### src/rtl/objptr_pkg.sv
package objptr_pkg;
   typedef enum logic [2:0] {
      ST_IDLE  = 3'd0,
      ST_MASK  = 3'd1,
      ST_WAIT  = 3'd2,
      ST_CMP   = 3'd3,
      ST_DONE  = 3'd4
   } probe_state_t;
endpackage

### src/rtl/objptr_mask_test.sv
// Pure value test: alignment and range, plus the probe address.
module objptr_mask_test #(
   parameter int          DATA_W     = 64,
   parameter int          ALIGN_BITS = 5,
   parameter int          RANGE_BITS = 23,
   parameter logic [63:0] TAG_OFFSET = 64'd24
) (
   input  logic [DATA_W-1:0] cand,
   output logic              mask_ok,
   output logic [DATA_W-1:0] probe_addr
);
   localparam int HIGH_W = DATA_W - RANGE_BITS;

   initial begin
      assert (ALIGN_BITS > 0 && ALIGN_BITS < RANGE_BITS)
         else $error("objptr_mask_test: ALIGN_BITS out of range");
      assert (RANGE_BITS < DATA_W)
         else $error("objptr_mask_test: RANGE_BITS must be below DATA_W");
   end

   logic low_clear;
   logic high_clear;

   always_comb begin
      low_clear  = (cand[ALIGN_BITS-1:0] == '0);
      high_clear = (cand[DATA_W-1:RANGE_BITS] == {HIGH_W{1'b0}});
      mask_ok    = low_clear && high_clear;
      probe_addr = cand + TAG_OFFSET[DATA_W-1:0];
   end
endmodule

### src/rtl/objptr_sig_match.sv
// Signature comparison; the variant picks full-word or low-field compare.
module objptr_sig_match #(
   parameter int          DATA_W     = 64,
   parameter logic [63:0] SIGNATURE  = 64'h4F424A,
   parameter bit          FULL_WORD  = 1'b1,
   parameter int          SIG_W      = 24
) (
   input  logic [DATA_W-1:0] word,
   output logic              hit
);
   initial begin
      assert (SIG_W > 0 && SIG_W <= DATA_W)
         else $error("objptr_sig_match: SIG_W out of range");
   end

   generate
      if (FULL_WORD) begin : g_full
         always_comb hit = (word == SIGNATURE[DATA_W-1:0]);
      end else begin : g_field
         always_comb hit = (word[SIG_W-1:0] == SIGNATURE[SIG_W-1:0]);
      end
   endgenerate
endmodule

### src/rtl/objptr_seq.sv
// Sequencer: idle, mask check, read wait, compare, done.
module objptr_seq
   import objptr_pkg::*;
#(
   parameter int DATA_W = 64
) (
   input  logic              clk,
   input  logic              rst_n,
   input  logic              req_valid,
   input  logic [DATA_W-1:0] req_value,
   input  logic              mask_ok,
   input  logic              sig_hit,
   input  logic              rsp_valid,
   input  logic [DATA_W-1:0] rsp_data,
   input  logic              rsp_err,
   output logic [DATA_W-1:0] cand_q,
   output logic [DATA_W-1:0] word_q,
   output logic              rd_req,
   output logic              ready,
   output logic              done,
   output logic              result
);
   probe_state_t st;
   logic         err_q;

   always_ff @(posedge clk) begin
      if (!rst_n) begin
         st     <= ST_IDLE;
         cand_q <= '0;
         word_q <= '0;
         err_q  <= 1'b0;
         rd_req <= 1'b0;
         result <= 1'b0;
      end else begin
         case (st)
            ST_IDLE: begin
               if (req_valid) begin
                  cand_q <= req_value;
                  st     <= ST_MASK;
               end
            end
            ST_MASK: begin
               if (mask_ok) begin
                  rd_req <= 1'b1;
                  st     <= ST_WAIT;
               end else begin
                  result <= 1'b0;
                  st     <= ST_DONE;
               end
            end
            ST_WAIT: begin
               rd_req <= 1'b0;
               if (rsp_valid) begin
                  word_q <= rsp_data;
                  err_q  <= rsp_err;
                  st     <= ST_CMP;
               end
            end
            ST_CMP: begin
               result <= sig_hit && !err_q;
               st     <= ST_DONE;
            end
            ST_DONE: st <= ST_IDLE;
            default: st <= ST_IDLE;
         endcase
      end
   end

   always_comb begin
      ready = (st == ST_IDLE);
      done  = (st == ST_DONE);
   end

   // An error response never produces a positive answer.
   p_err_forces_zero_r7: assert property (@(posedge clk) disable iff (!rst_n)
      (st == ST_CMP && err_q) |=> (done && !result));

   // Busy states never accept a new candidate.
   p_busy_holds_cand_r9: assert property (@(posedge clk) disable iff (!rst_n)
      (st != ST_IDLE && $past(st) != ST_IDLE) |-> $stable(cand_q));
endmodule

### src/rtl/objptr_probe.sv
module objptr_probe #(
   parameter int          DATA_W     = 64,
   parameter int          ALIGN_BITS = 5,
   parameter int          RANGE_BITS = 23,
   parameter logic [63:0] TAG_OFFSET = 64'd24,
   parameter logic [63:0] SIGNATURE  = 64'h4F424A,
   parameter bit          FULL_WORD  = 1'b1,
   parameter int          SIG_W      = 24
) (
   input  logic              clk,
   input  logic              rst_n,
   input  logic              req_valid,
   input  logic [DATA_W-1:0] req_value,
   output logic              req_ready,
   output logic              done,
   output logic              is_obj,
   output logic              mem_rd_req,
   output logic [DATA_W-1:0] mem_rd_addr,
   input  logic              mem_rd_rsp_valid,
   input  logic [DATA_W-1:0] mem_rd_rsp_data,
   input  logic              mem_rd_rsp_err
);
   initial begin
      assert (DATA_W >= 32 && DATA_W <= 64)
         else $error("objptr_probe: DATA_W must be 32..64");
   end

   logic [DATA_W-1:0] cand_q;
   logic [DATA_W-1:0] word_q;
   logic              mask_ok;
   logic              sig_hit;

   objptr_mask_test #(
      .DATA_W(DATA_W), .ALIGN_BITS(ALIGN_BITS),
      .RANGE_BITS(RANGE_BITS), .TAG_OFFSET(TAG_OFFSET)
   ) u_mask (
      .cand(cand_q), .mask_ok(mask_ok), .probe_addr(mem_rd_addr)
   );

   objptr_sig_match #(
      .DATA_W(DATA_W), .SIGNATURE(SIGNATURE),
      .FULL_WORD(FULL_WORD), .SIG_W(SIG_W)
   ) u_match (
      .word(word_q), .hit(sig_hit)
   );

   objptr_seq #(.DATA_W(DATA_W)) u_seq (
      .clk(clk), .rst_n(rst_n),
      .req_valid(req_valid), .req_value(req_value),
      .mask_ok(mask_ok), .sig_hit(sig_hit),
      .rsp_valid(mem_rd_rsp_valid), .rsp_data(mem_rd_rsp_data),
      .rsp_err(mem_rd_rsp_err),
      .cand_q(cand_q), .word_q(word_q),
      .rd_req(mem_rd_req), .ready(req_ready),
      .done(done), .result(is_obj)
   );

   // A read only ever goes out for a candidate that passed the mask.
   p_no_read_bad_r2: assert property (@(posedge clk) disable iff (!rst_n)
      mem_rd_req |-> (cand_q[ALIGN_BITS-1:0] == '0));
   p_no_read_range_r3: assert property (@(posedge clk) disable iff (!rst_n)
      mem_rd_req |-> (cand_q[DATA_W-1:RANGE_BITS] == '0));
   // The probe address keeps the signature offset in its low bits.
   p_probe_offset_r4: assert property (@(posedge clk) disable iff (!rst_n)
      mem_rd_req |-> (mem_rd_addr[ALIGN_BITS-1:0] == TAG_OFFSET[ALIGN_BITS-1:0]));
   p_done_pulse_r8: assert property (@(posedge clk) disable iff (!rst_n)
      done |=> (!done && req_ready));
   p_req_single_r10: assert property (@(posedge clk) disable iff (!rst_n)
      mem_rd_req |=> !mem_rd_req);
   p_idle_quiet_r1: assert property (@(posedge clk) disable iff (!rst_n)
      req_ready |-> (!mem_rd_req && !done));
endmodule

### config.mk
export PLATFORM = sky130hd
export DESIGN_NAME = objptr_probe
export DESIGN_NICKNAME = d
export VERILOG_FILES = /design/src/rtl/objptr_pkg.sv /design/src/rtl/objptr_mask_test.sv /design/src/rtl/objptr_sig_match.sv /design/src/rtl/objptr_seq.sv /design/src/rtl/objptr_probe.sv
export SDC_FILE = /design/constraint.sdc
export NUM_CORES = 1
export LEC_CHECK = 0
export ABC_AREA = 1
export BUFFER_PORTS_ARGS = -buffer_cell sky130_fd_sc_hd__buf_2
export CORE_MARGIN = 4
export CORE_UTILIZATION = 45
export CTS_CLUSTER_SIZE = 25
export DETAILED_ROUTE_END_ITERATION = 12
export HOLD_SLACK_MARGIN = 0.03
export PLACE_DENSITY = 0.7
export SYNTH_ARGS = -nofsm -noshare
export SYNTH_HDL_FRONTEND = slang
export SYNTH_SLANG_ARGS = --single-unit
### constraint.sdc
create_clock -name clk -period 1.8 [get_ports clk]
set_input_delay 0.18 -clock clk [delete_from_list [all_inputs] [get_ports clk]]
set_output_delay 0.18 -clock clk [all_outputs]
set_load 0.1 [all_outputs]
==> metrics <==
Placeable Area 14,800 um^2; Startpoint Class flop; Rows 44; status finished, violations left; TritonCTS clock tree done; area of the mapped netlist about 7000 um^2; final hold vios 0; Max Cap Viol 0; Synth Instances 1,012; ANT cells 0; fin nets 1,525; worst hold path class in -> reg; DRT Pass-1 Iters 6; First DRT Iteration DRCs 1,277; Crit Path Max Fanout 4; vias in the first global route ~8,700; Area growth syn-to-layout 95.1%; post-synth top area cell dfxtp_1; DP Wirelength ~20 mm; clk_skew 0.0140 ns; register area 2790 um^2; Placer Congestion slightly below 1; flops & latches, synth ~130; R2R Path Start u_seq.cand_q[36]; first-pass GRT wire length 46.1 mm; DRC 0; Cells after DPL 1,504; FF-to-FF setup slack ~0.040 ns; TritonCTS Sinks 134; Slew Limit Fails 0; via count 9,136; PD cells around 740 nW/um^2; Syn Nets 1,146; Post-Layout Cell Count 1,588; initial core utilization 0.467; die area 17,400 um^2; Crit. End Element output pin; minimum clock period 2.55 ns; CTS clk-pin slew, worst paths 0.07 ns; Post-DP Area 11,300 um^2; initial antenna violation count 0; share of cells above drive strength 1 0.508; failing checks negative setup slack; Remaining Overflow, GRT 0; Seq/Total Area, Yosys 0.389; Syn. warnings 0; Synth top area share 0.389; Peak Freq 392 MHz; clk buf depth 2; Worst Tran Pin Value 0.531 ns; Port Buffers 200; io pins 201; total CTS buffers 17; Avg Synthesized Cell Area a little under 7 um^2; hold path startpoint req_value[56]; WL final 34.2 mm; die width around 130 um; crit path DAT 2.37 ns; kind of critical path reg -> out; Yosys cell types 28; slew margin rel. 0.646; Final setup viols 59; pin count of the biggest net entering global routing a little under 80; Leakage 5.66 nW; vias per cell 5.75; WP data required 1.62 ns; Filler cells 621; area taken by multi-input logic gates about 5500 um^2; Clk Latency, worst-skew pair 0.44 ns; antenna-violating nets left 0; GRT Total Usage 0.334; unrepaired setup endpoints after global routing true; Die H 132 um; setup ws final -0.754 ns; crit path launch u_seq.cand_q[6]; part of the cycle the worst path needs 1.42; synth top area cells dfxtp_1 39%, a21oi_1 9.7%, o21ai_0 8.1%; Design Area, Final 13,400 um^2; Peak supply drop 0.884 mV; root buffer cell clkbuf_16; CTS H-tree lvls 4; WL per Instance between 20 and 25 um
[Yosys cell counts (all sizes together)]
library cell  instances
nand3b                2
xor2                 50
clkbuf               40
dfxtp               134
a21oi               133
nand2               147
nor2                109
nor3b                 1
nor3                 39
buf                   7
xnor2                 1
inv                 145
and2                  1
ha                    1
o21ai               112
nand3                56
nand4                33
nor4                  1
[power breakdown]
group,internal (mW),switching [mW]
Clock,2.10,1.60
Sequential,3.10,0.178
Combinational,1.08,1.87
[cell usage in the layout (no fill, tap or decap), types with 32 or more instances in the layout]
cell	count
buf_4	139
dfxtp_1	88
nand4_1	32
inv_1	119
nor2_4	36
xor2_4	50
buf_2	139
nand3_1	35
buf_6	49
o21ai_0	111
nand2_1	83
nor2_1	61
a21oi_1	133
buf_12	64
[metal layers]
layer	up-vias	wire [um]	track usage
met5	-	0	0
met4	0	2070	0.141
met1	4274	11900	0.391
met2	649	16800	0.583
li1	4037	-	-
met3	176	3470	0.0860
[registers in the layout (all words and copies together), names as in the netlist]
name / count
u_seq.rd_req: 1
u_seq.result: 1
u_seq.st: 3
u_seq.cand_q: 64
u_seq.err_q: 1
u_seq.word_q: 64
[per-stage QoR]
step                power (mW)  setup TNS (ns)  hold slack (ns)  setup slack [ns]   util
floorplan                 4.91          -24.38            0.335            -0.881      -
global placement          5.98           -3.86            0.431            -0.256  0.767
detailed placement        6.01           -4.36            0.437            -0.238  0.767
CTS                       9.73          -27.41           0.0303            -0.609  0.882
global route              10.2          -36.18           0.0302            -0.779  0.911
finish                    9.93          -34.02           0.0264            -0.754  0.911
[timing repair]
action / CTS / global route
endpoints found under the setup margin: 59 / 61
hold buffers: 15 / 0
pin swaps: 90 / 69
resized for setup: 199 / 76
setup buffers: 29 / 22
endpoints found under the hold margin: 15 / 0
[final timing paths]
kind / cells past startpoint / to
worst max-delay path: 9 / mem_rd_addr[46]
worst min-delay path: 3 / u_seq.cand_q[56]
worst max register to register: 10 / u_seq.result
worst min register to register: 2 / u_seq.word_q[6]
[worst max-delay path, cell delays in order, from the launching register on]
cell and delay [ns]:
dfxtp_1 0.39, nand2_1 0.12, inv_2 0.19, nand2_4 0.10, nor2_4 0.24, nand2_4 0.13
inv_2 0.09, nand3b_1 0.24, xor2_4 0.24, buf_12 0.18
[cell families (layout without fill, tap and decap cells)]
logic type	after synthesis	after routing	share of synthesized area
AO/OA/AOI/OAI	245	245	0.178
XOR/XNOR	51	51	0.0649
adder cells (fa/ha/maj)	1	1	0.00182
buffers and inverters	192	584	0.107
flip-flops	134	134	0.389
AND/OR/NAND/NOR	389	389	0.259
[cell type report]
type	instances	share of cell area
repair buffers	407	0.278
inverters	145	0.0433
well taps	184	0.0171
clock buffers	17	0.0317
flip-flops and latches	134	0.207
clock inverters	15	0.0136
multi-input cells	686	0.409
No activity file was read; power rests on OpenSTA's default activity.
